## src/rtl/spi_stream_pkg.sv

```systemverilog
package spi_stream_pkg;
  localparam logic [1:0] SEL_DATA = 2'd0;
  localparam logic [1:0] SEL_STAT = 2'd1;
  localparam logic [1:0] SEL_IEN  = 2'd2;

  localparam int ST_TXE  = 0;
  localparam int ST_RXF  = 1;
  localparam int ST_END  = 2;
  localparam int ST_BUSY = 3;

  typedef struct packed {
    logic fin;
    logic rxf;
    logic txe;
  } irq_vec_t;
endpackage

```

## src/rtl/spi_sclk_gen.sv

```systemverilog
module spi_sclk_gen #(
  parameter int CLK_DIV = 4
) (
  input  logic clk,
  input  logic rst,
  input  logic run_i,
  output logic sclk_o,
  output logic rise_o,
  output logic fall_o
);
  localparam int HALF = (CLK_DIV / 2 < 1) ? 1 : CLK_DIV / 2;
  localparam int CW   = (HALF > 1) ? $clog2(HALF) : 1;

  logic [CW-1:0] cnt_q;
  logic          sclk_q;
  logic          edge_w;

  assign edge_w = run_i && (cnt_q == CW'(HALF - 1));
  assign rise_o = edge_w && !sclk_q;
  assign fall_o = edge_w && sclk_q;
  assign sclk_o = sclk_q;

  always_ff @(posedge clk) begin
    if (rst || !run_i) begin
      cnt_q  <= '0;
      sclk_q <= 1'b0;
    end else if (edge_w) begin
      cnt_q  <= '0;
      sclk_q <= ~sclk_q;
    end else begin
      cnt_q  <= cnt_q + 1'b1;
    end
  end
endmodule

```

## src/rtl/spi_frame_shifter.sv

```systemverilog
module spi_frame_shifter #(
  parameter int DATA_W = 8
) (
  input  logic              clk,
  input  logic              rst,
  input  logic              rise_i,
  input  logic              fall_i,
  input  logic              miso_i,
  input  logic              pend_i,
  input  logic [DATA_W-1:0] pend_byte_i,
  output logic              take_o,
  output logic              done_o,
  output logic [DATA_W-1:0] done_byte_o,
  output logic              idle_end_o,
  output logic              busy_o,
  output logic              mosi_o
);
  localparam int BW = (DATA_W > 2) ? $clog2(DATA_W) : 1;

  logic [DATA_W-1:0] sh_q;
  logic [BW-1:0]     cnt_q;
  logic              busy_q;
  logic              smp_q;
  logic              start_w;
  logic              last_fall_w;

  always_comb begin
    start_w     = !busy_q && pend_i;
    last_fall_w = busy_q && fall_i && (cnt_q == BW'(DATA_W - 1));
    take_o      = start_w || (last_fall_w && pend_i);
    done_o      = last_fall_w;
    done_byte_o = {sh_q[DATA_W-2:0], smp_q};
    idle_end_o  = last_fall_w && !pend_i;
  end

  assign busy_o = busy_q;
  assign mosi_o = sh_q[DATA_W-1];

  always_ff @(posedge clk) begin
    if (rst) begin
      sh_q   <= '0;
      cnt_q  <= '0;
      busy_q <= 1'b0;
      smp_q  <= 1'b0;
    end else begin
      if (busy_q && rise_i) smp_q <= miso_i;
      if (take_o) begin
        sh_q   <= pend_byte_i;
        cnt_q  <= '0;
        busy_q <= 1'b1;
      end else if (last_fall_w) begin
        busy_q <= 1'b0;
      end else if (busy_q && fall_i) begin
        sh_q  <= {sh_q[DATA_W-2:0], smp_q};
        cnt_q <= cnt_q + 1'b1;
      end
    end
  end

  AST_MOSI_FALL_ONLY: assert property (@(posedge clk) disable iff (rst)
    !$stable(mosi_o) |-> $past(take_o || fall_i));
endmodule

```

## src/rtl/spi_host_regs.sv

```systemverilog
module spi_host_regs
  import spi_stream_pkg::*;
#(
  parameter int DATA_W = 8
) (
  input  logic              clk,
  input  logic              rst,
  input  logic [1:0]        sel_i,
  input  logic              wr_i,
  input  logic              rd_i,
  input  logic [DATA_W-1:0] wdata_i,
  output logic [DATA_W-1:0] rdata_o,
  input  logic              take_i,
  input  logic              done_i,
  input  logic [DATA_W-1:0] done_byte_i,
  input  logic              idle_end_i,
  input  logic              busy_i,
  output logic              pend_o,
  output logic [DATA_W-1:0] pend_byte_o,
  output logic              irq_txe_o,
  output logic              irq_rxf_o,
  output logic              irq_end_o
);
  logic [DATA_W-1:0] txb_q, txb_n, rxb_q, rxb_n, rdata_q, stat_w;
  logic              full_q, full_n, rxf_q, rxf_n, end_q, end_n;
  irq_vec_t          ien_q, ien_n;
  logic              irq_txe_q, irq_rxf_q, irq_end_q;
  logic              wr_data, rd_data, wr_stat, wr_ien;

  always_comb begin
    wr_data = wr_i && (sel_i == SEL_DATA);
    rd_data = rd_i && (sel_i == SEL_DATA);
    wr_stat = wr_i && (sel_i == SEL_STAT);
    wr_ien  = wr_i && (sel_i == SEL_IEN);

    full_n = full_q;
    txb_n  = txb_q;
    if (take_i)  full_n = 1'b0;
    if (wr_data) begin
      full_n = 1'b1;
      txb_n  = wdata_i;
    end

    rxf_n = rxf_q;
    rxb_n = rxb_q;
    if (rd_data) rxf_n = 1'b0;
    if (done_i) begin
      rxf_n = 1'b1;
      rxb_n = done_byte_i;
    end

    end_n = end_q;
    if (wr_stat && wdata_i[ST_END]) end_n = 1'b0;
    if (idle_end_i) end_n = 1'b1;

    ien_n = ien_q;
    if (wr_ien) ien_n = irq_vec_t'(wdata_i[2:0]);

    stat_w          = '0;
    stat_w[ST_TXE]  = !full_q;
    stat_w[ST_RXF]  = rxf_q;
    stat_w[ST_END]  = end_q;
    stat_w[ST_BUSY] = busy_i;
  end

  always_ff @(posedge clk) begin
    if (rst) begin
      txb_q     <= '0;
      rxb_q     <= '0;
      full_q    <= 1'b0;
      rxf_q     <= 1'b0;
      end_q     <= 1'b0;
      ien_q     <= '0;
      rdata_q   <= '0;
      irq_txe_q <= 1'b0;
      irq_rxf_q <= 1'b0;
      irq_end_q <= 1'b0;
    end else begin
      txb_q     <= txb_n;
      rxb_q     <= rxb_n;
      full_q    <= full_n;
      rxf_q     <= rxf_n;
      end_q     <= end_n;
      ien_q     <= ien_n;
      irq_txe_q <= !full_n && ien_n.txe;
      irq_rxf_q <= rxf_n && ien_n.rxf;
      irq_end_q <= end_n && ien_n.fin;
      if (rd_i) begin
        case (sel_i)
          SEL_DATA: rdata_q <= rxb_q;
          SEL_STAT: rdata_q <= stat_w;
          SEL_IEN:  rdata_q <= DATA_W'(ien_q);
          default:  rdata_q <= '0;
        endcase
      end
    end
  end

  assign rdata_o     = rdata_q;
  assign pend_o      = full_q;
  assign pend_byte_o = txb_q;
  assign irq_txe_o   = irq_txe_q;
  assign irq_rxf_o   = irq_rxf_q;
  assign irq_end_o   = irq_end_q;

  AST_RXF_AFTER_DONE: assert property (@(posedge clk) disable iff (rst)
    done_i |=> rxf_q);
  AST_LOAD_FREES_BUF: assert property (@(posedge clk) disable iff (rst)
    (take_i && !wr_data) |=> !full_q);
  AST_END_WHEN_IDLE: assert property (@(posedge clk) disable iff (rst)
    $rose(end_q) |-> !busy_i);
  AST_RXF_IRQ_CAUSE: assert property (@(posedge clk) disable iff (rst)
    $rose(irq_rxf_o) |-> $past(done_i || wr_ien));
endmodule

```

## src/rtl/spi_stream_master.sv

```systemverilog
module spi_stream_master #(
  parameter int DATA_W  = 8,
  parameter int CLK_DIV = 4
) (
  input  logic              clk,
  input  logic              rst,
  input  logic [1:0]        reg_sel,
  input  logic              reg_wr,
  input  logic              reg_rd,
  input  logic [DATA_W-1:0] reg_wdata,
  output logic [DATA_W-1:0] reg_rdata,
  output logic              sclk,
  output logic              mosi,
  input  logic              miso,
  output logic              irq_txe,
  output logic              irq_rxf,
  output logic              irq_end
);
  localparam int PCW = $clog2(DATA_W) + 1;

  logic              rise_w, fall_w, busy_w, take_w, done_w, idle_end_w, pend_w;
  logic [DATA_W-1:0] done_byte_w, pend_byte_w;

  spi_sclk_gen #(.CLK_DIV(CLK_DIV)) u_gen (
    .clk(clk), .rst(rst), .run_i(busy_w),
    .sclk_o(sclk), .rise_o(rise_w), .fall_o(fall_w)
  );

  spi_frame_shifter #(.DATA_W(DATA_W)) u_shift (
    .clk(clk), .rst(rst), .rise_i(rise_w), .fall_i(fall_w), .miso_i(miso),
    .pend_i(pend_w), .pend_byte_i(pend_byte_w), .take_o(take_w),
    .done_o(done_w), .done_byte_o(done_byte_w), .idle_end_o(idle_end_w),
    .busy_o(busy_w), .mosi_o(mosi)
  );

  spi_host_regs #(.DATA_W(DATA_W)) u_regs (
    .clk(clk), .rst(rst), .sel_i(reg_sel), .wr_i(reg_wr), .rd_i(reg_rd),
    .wdata_i(reg_wdata), .rdata_o(reg_rdata), .take_i(take_w),
    .done_i(done_w), .done_byte_i(done_byte_w), .idle_end_i(idle_end_w),
    .busy_i(busy_w), .pend_o(pend_w), .pend_byte_o(pend_byte_w),
    .irq_txe_o(irq_txe), .irq_rxf_o(irq_rxf), .irq_end_o(irq_end)
  );

  logic [PCW-1:0] pulse_cnt_q;
  always_ff @(posedge clk) begin
    if (rst || take_w) pulse_cnt_q <= '0;
    else if (rise_w)   pulse_cnt_q <= pulse_cnt_q + 1'b1;
  end

  AST_SCLK_PARKED: assert property (@(posedge clk) disable iff (rst)
    !busy_w |-> !sclk);
  AST_PULSES_PER_FRAME: assert property (@(posedge clk) disable iff (rst)
    done_w |-> (pulse_cnt_q == PCW'(DATA_W)));
endmodule

```

## config.mk

```make
export PLATFORM = sky130hd
export DESIGN_NAME = spi_stream_master
export DESIGN_NICKNAME = d
export VERILOG_FILES = /design/src/rtl/spi_stream_pkg.sv /design/src/rtl/spi_sclk_gen.sv /design/src/rtl/spi_frame_shifter.sv /design/src/rtl/spi_host_regs.sv /design/src/rtl/spi_stream_master.sv
export SDC_FILE = /design/constraint.sdc
export NUM_CORES = 1
export LEC_CHECK = 0
export BUFFER_PORTS_ARGS = -buffer_cell sky130_fd_sc_hd__buf_2
export CAP_MARGIN = 5
export CORE_UTILIZATION = 32
export DETAILED_ROUTE_END_ITERATION = 8
export PLACE_DENSITY_LB_ADDON = 0.1
export SYNTH_ARGS = -nofsm -noshare
export SYNTH_HDL_FRONTEND = slang
export SYNTH_HIERARCHICAL = 1
export SYNTH_SLANG_ARGS = --single-unit
```

## constraint.sdc

```tcl
create_clock -name clk -period 1.58 [get_ports clk]
set_input_delay 0.158 -clock clk [delete_from_list [all_inputs] [get_ports clk]]
set_output_delay 0.158 -clock clk [all_outputs]
set_load 0.03 [all_outputs]
```

After elaboration in Yosys (flattened, before gate mapping)
Index checks and enable logic that the tools add are counted.
{"block": "word_totals", "memories": 0, "ramBits": 0, "reg_bits": 48, "latch_bits": 0, "mem_bits_ro": 0, "in_bits": 15, "out_inout_bits": 13}
{"block": "classes", "mul": 0, "n_mux": 13, "magnitude_cmp": 0, "n_reduce_logical": 30, "n_addsub": 2, "div": 0, "eq_ne": 4, "n_shift": 0, "bitwise": 2}
{"operator": "8-bit two-way mux", "count": 3}
{"operator": "8-bit case mux with 3 select lines", "count": 1}
{"operator": "1-bit logical AND", "count": 17}
{"operator": "1-bit two-way mux", "count": 8}
{"operator": "1-bit logical NOT", "count": 4}
{"operator": "2-bit AND reduction", "count": 2}
{"operator": "2-bit nonzero test", "count": 2}
{"operator": "2-bit OR reduction", "count": 2}
{"operator": "3-bit by 1-bit adder with 3-bit output, second input constant", "count": 1}
{"operator": "3-bit equality test, second input constant", "count": 1}
{"operator": "3-bit two-way mux", "count": 1}
{"operator": "2-bit by 1-bit equality test with 1-bit output, second input constant", "count": 1}
{"operator": "2-bit equality test, second input constant", "count": 1}
{"operator": "2-bit logical NOT", "count": 1}
{"operator": "1-bit logical OR", "count": 2}
{"operator": "2-bit != test, second input constant", "count": 1}
{"operator": "1-bit inverter", "count": 2}
{"operator": "1-bit adder, second input constant", "count": 1}

Longest topological paths before layout
{"block": "depth", "word_depth": 10, "depth_mapped": 9, "depth_no_buf": 8}

Cells and area by module
Netlist, hierarchy kept.
{"module": "spi_host_regs", "cells_per_inst": 128, "instances": 1, "seq_area_each_um2": 660.6, "area_per_inst_um2": 1285.0}
{"module": "spi_frame_shifter", "cells_per_inst": 66, "instances": 1, "seq_area_each_um2": 260.2, "area_per_inst_um2": 636.9}
{"module": "spi_sclk_gen", "cells_per_inst": 9, "instances": 1, "seq_area_each_um2": 40.0, "area_per_inst_um2": 77.6}

Least setup slack after synthesis
OpenSTA, ideal clock, no wires.
{"block": "synth_path", "path_kind": "register to register", "from": "reg u_gen.sclk_q, in the netlist u_gen/sclk_o", "to": "reg u_regs.irq_txe_q, in the netlist u_regs/irq_txe_o", "arrival_time_ns": 1.559, "setup_ns": 0.080, "setup_slack_ns": -0.059, "path_stages_with_launch": 9, "period_less_slack_ns": 1.639, "n_path_buf": 1, "path_cell_list": "dfxtp_1 -> and3_2 -> a21boi_2 -> nand2b_1 -> buf_6 -> inv_4 -> inv_1 -> a21oi_1 -> nor3b_1"}
{"block": "synth_between", "elab_chain_len": 9}
{"item": "start: declaration", "line_no": "spi_sclk_gen.sv:15", "text": "logic sclk_q;"}
{"item": "start signal: assignment", "line_no": "spi_sclk_gen.sv:29", "text": "sclk_q <= ~sclk_q;"}
{"item": "1-bit logical AND", "line_no": "spi_sclk_gen.sv:20", "text": "assign fall_o = edge_w && sclk_q;"}
{"item": "named net fall_w", "line_no": "spi_stream_master.sv:21", "text": "logic rise_w, fall_w, busy_w, take_w, done_w, idle_end_w, pend_w;"}
{"item": "1-bit logical AND (2 in series)", "line_no": "spi_frame_shifter.sv:29", "text": "last_fall_w = busy_q && fall_i && (cnt_q == BW'(DATA_W - 1));"}
{"item": "1-bit logical AND", "line_no": "spi_frame_shifter.sv:30", "text": "take_o = start_w || (last_fall_w && pend_i);"}
{"item": "1-bit logical OR", "line_no": "spi_frame_shifter.sv:30"}
{"item": "named net take_w", "line_no": "spi_stream_master.sv:21"}
{"item": "1-bit two-way mux", "line_no": "spi_host_regs.sv:38", "text": "if (take_i) full_n = 1'b0;"}
{"item": "1-bit two-way mux", "line_no": "spi_host_regs.sv:39", "text": "if (wr_data) begin"}
{"item": "1-bit logical NOT", "line_no": "spi_host_regs.sv:85", "text": "irq_txe_q <= !full_n && ien_n.txe;"}
{"item": "1-bit logical AND", "line_no": "spi_host_regs.sv:85"}
{"item": "end signal: assignment", "line_no": "spi_host_regs.sv:85"}
{"item": "end: declaration", "line_no": "spi_host_regs.sv:27", "text": "logic irq_txe_q, irq_rxf_q, irq_end_q;"}
The timed path passes the listed nets, and every way through them passes these cells.
A chain may end at the register's enable or synchronous reset.

Final worst setup path
{"block": "layout_path", "from": "reg u_shift.cnt_q[1]", "to": "reg u_shift.sh_q[7]"}
{"block": "layout_between", "elab_chain_len": 6, "word_cells_on_any_way": 8, "classes_between": "2 x eq/ne; 1 x mux; 5 x reduce/logical"}
{"item": "start: declaration", "line_no": "spi_frame_shifter.sv:21", "text": "logic [BW-1:0] cnt_q;"}
{"item": "start signal: assignment", "line_no": "spi_frame_shifter.sv:55", "text": "cnt_q <= cnt_q + 1'b1;"}
{"item": "3-bit equality test (*)", "line_no": "spi_frame_shifter.sv:29"}
{"item": "1-bit logical AND (*)", "line_no": "spi_frame_shifter.sv:29"}
{"item": "1-bit logical AND", "line_no": "spi_frame_shifter.sv:30"}
{"item": "1-bit logical OR", "line_no": "spi_frame_shifter.sv:30"}
{"item": "2-bit != test (no source line) or 2-bit nonzero test (tied branches)"}
{"item": "2-bit AND reduction (no source line)"}
{"item": "end signal: assignment", "line_no": "spi_frame_shifter.sv:48", "text": "sh_q <= pend_byte_i;"}
{"item": "end signal: assignment", "line_no": "spi_frame_shifter.sv:54", "text": "sh_q <= {sh_q[DATA_W-2:0], smp_q};"}
{"item": "end: declaration", "line_no": "spi_frame_shifter.sv:20", "text": "logic [DATA_W-1:0] sh_q;"}
Mark *: on every way between the ends. The rest lies on a longest branch, timed or not.

==> metrics.md <==
| Metric | Value |
|---|---|
| Worst r2r dst | u_shift/sh_q[7] |
| Worst setup slack after layout | 66.0 ps |
| Int Power | 1.82 mW |
| Die area | 6570 sq um |
| Largest net degree at the start of global routing | 48 |
| EDFF count, synth | 0 |
| I/O pin count | 28 |
| Post-route ant nets | 0 |
| Rows | 28 |
| Global-route wire length before repair | 6.53 mm |
| Data arrival, critical path | 1700 ps |
| Core area | 5990 sq um |
| Wire length on met3 | 125 um |
| Vias in the first global route | 1337 |
| # hold bufs at CTS | 0 |
| Pre-CTS setup slack | -11.5 ps |
| Final design utilization | 0.399 |
| Initial drt markers | 45 |
| Fin. Hold Viols | 0 |
| Post-synth top area share | 0.481 |
| Top-count cell post-synth | dfxtp_1 |
| RR Startpoint | u_shift/cnt_q[1] |
| Ys flop type | dfxtp_1 |
| DR WL/cell | 12.5 um |
| Synth Cell Area | 2000 sq um |
| Tot GR Track Use | 0.133 |
| Setup TNS Final | 0 ps |
| Worst-Skew Late Latency | 290 ps |
| Maximum clock rate | 660 MHz |
| FFs w/ async S/R, synth | 0 |
| Total global routing overflow | 0 |
| PwrDens | 983 nW/um^2 |
| DIE WIDTH | 81.0 um |
| Leading area contributor after synthesis | dfxtp_1 |
| Relative slew slack | 0.811 |
| Ys Warns | 6 |
| Fin crit period | 1510 ps |
| Final instance count without filler cells | 312 |
| Psw | 0.531 mW |
| Post-synthesis mux area share | 0.126 |
| M1 wire length | 1.97 mm |
| Net Sw Frac | 0.226 |
| Clk_skew | 7.00 ps |
| Synth Area in Simple Gates | 0.198 |
| Count of different cell masters after synthesis | 37 |
| Num CTS Buffers | 5 |
| Worst r2r path cells | 6 |
| Logic pwr share | 0.092 |
| Met2 routed WL | 1.79 mm |
| # fillers | 605 |
| DP Wirelength | 2.69 mm |
| Setup violations, final | 0 |
| Unrepaired setup endpoints after global routing | no |
| Die height | 81.0 um |
| Largest family of logic cells by synthesized area | simple AND/OR/NAND/NOR gates |
| Post-synthesis compound-gate area fraction | 0.122 |
| Flops & latches, synth | 48 |
| Pre-antenna DRT Iters | 4 |
| Port bufs | 27 |
| Initial antenna violation count | 0 |
| CTS sink cnt | 48 |
| Via count | 1430 |
| ANT cells | 0 |
| Hold Slack | 102 ps |
| Largest cells by area after synthesis | dfxtp_1 (48%), mux2i_1 (12%), nor2_1 (7.5%), o221a_2 (5.1%), a21oi_1 (4.0%) |
| Crit path capture type | flop |
| Seq pwr share | 0.544 |
| Maximum VDD drop | 492 uV |
| Vias/cell | 4.58 |
| Post-synthesis adder-cell area fraction | 0.0125 |
| Leak | 0.977 nW |
| Slew Limit Fails | 0 |
| WS Path Type | reg -> reg |
| Design area | 2390 sq um |
| Syn nets | 220 |
| Synth top cells by count | dfxtp_1 (48), nor2_1 (40), mux2i_1 (24) |
| Clock share of power | 0.364 |
| Maximum capacitance violations | 0 |
| Total wire length | 3.91 mm |
| Hold Crit Class | in -> reg |
| Syn-to-layout area delta | 19.6% |
| Final Cycle Share | 0.958 |
| CP Capture Point | u_shift/sh_q[7] |
| Sequential area share after synthesis | 0.481 |
| Crit. Startpoint | u_shift/cnt_q[1] |
| Initial Util | 0.334 |
| CTS max path bufs | 2 |
| Reg-to-reg setup timing slack | 70 ps |
| CTS tree | built |
| Outcome | finished, final reports clean |
| Power, Total | 2.35 mW |
| # H-tree levels | 2 |
| Root buf cell | clkbuf_8 |
| Final GP Congestion | 0.653 |
| Drc violations | 0 |
| Share of post-route cells with drive strength above 1 | 0.316 |
| Fin nets | 253 |
| Clock slew at reported path FFs | 80 ps |
| Req. time, crit path | 1760 ps |
| Top routing layer in use | met4 |
| Worst Setup Start Kind | flop |
| XOR/XNOR share of the synthesized area | 0.00876 |
| Critical path peak fanout | 8 |
| Inst Count DP | 304 |
| Dpl cell area | 2250 sq um |
| Post-Synthesis Cells | 203 |
| Worst Tran Pin Value | 276 ps |
| Synth Area per Inst | 9.85 sq um |
==> sequential cells by signal, summed over array words and instances (netlist names), 3 cells and up <==
| signal | flops |
|---|---|
| u_regs/pend_byte_o | 8 |
| u_regs/rdata_o | 8 |
| u_regs/rxb_q | 8 |
| u_shift/sh_q | 8 |
| u_regs/ien_q | 3 |
| u_shift/cnt_q | 3 |
==> power by group through the flow <==
stage	combinational [mW]	sequential (mW)	clock, mW
floorplan	0.132	1.32	0
CTS	0.217	1.28	0.902
finish	0.216	1.28	0.856
detailed placement	0.216	1.31	0
global route	0.239	1.28	0.961
global placement	0.217	1.31	0
==> worst min path at each step <==
stage / slack, ps / from / to / depth (start not counted)
after floorplan: 310 / reg_wdata[0] / u_regs/pend_byte_o[0] / 2
after global placement: 390 / reg_wdata[3] / u_regs/pend_byte_o[3] / 3
after detailed placement: 400 / reg_wdata[3] / u_regs/pend_byte_o[3] / 3
after CTS: 90 / reg_wdata[3] / u_regs/pend_byte_o[3] / 3
after global routing: 90 / reg_wdata[3] / u_regs/pend_byte_o[3] / 3
final: 100 / reg_wdata[3] / u_regs/pend_byte_o[3] / 3
==> metal layers <==
layer	vias to the layer above	global-route usage
met3	2	0.0449
met1	646	0.185
met4	0	0.0375
li1	761	-
met2	21	0.193
met5	-	0
==> cell type report <==
type                       count  area [sq um]  share of cell area
clock buffer                   6          72.6              0.0304
timing repair buffer          40           245               0.103
multi-input combinational    137           963               0.403
inverter                       4          17.5             0.00733
sequential                    48           963               0.403
clock inverter                 2          35.0              0.0147
tap                           75          93.8              0.0392
==> cells in the final DEF, fill, tap and decap left out, types with 2 or more instances in the layout <==
cell type,synthesis,routed
dfxtp_1,48,46
nor2_1,40,40
buf_2,3,27
mux2i_1,24,24
a21oi_1,16,15
buf_4,2,12
o221a_2,9,9
nand2b_1,7,7
clkbuf_8,0,5
nand2_1,5,5
nand3_1,5,5
nor3_2,3,4
inv_1,3,3
dfxtp_2,0,2
nor3b_2,1,2
nand3b_1,2,2
nor3_1,3,2
nor2b_1,2,2
or2_0,2,2
a311oi_2,2,2
==> cells by family (layout without fill, tap and decap cells) <==
kind of cell,after synthesis,after routing
AND/OR/NAND/NOR,78,78
flip-flops,48,48
AO/OA/AOI/OAI,30,30
multiplexers,25,25
buffers and inverters,18,52
adder cells (fa/ha/maj),2,2
XOR/XNOR,2,2
==> repair_timing <==
action,CTS,global route
buffers inserted,0,0
setup endpoints to repair,5,16
gates resized for setup,1,6
gates cloned,0,0
==> worst max-delay path: stages, from the launching register on <==
cell       delay (ps)
dfxtp_1           340
ha_2              200
ha_4              160
and2b_1           190
a2bb2oi_2         120
buf_4             160
o221a_2           240
Note: power is estimated with default switching activity, not from simulation.
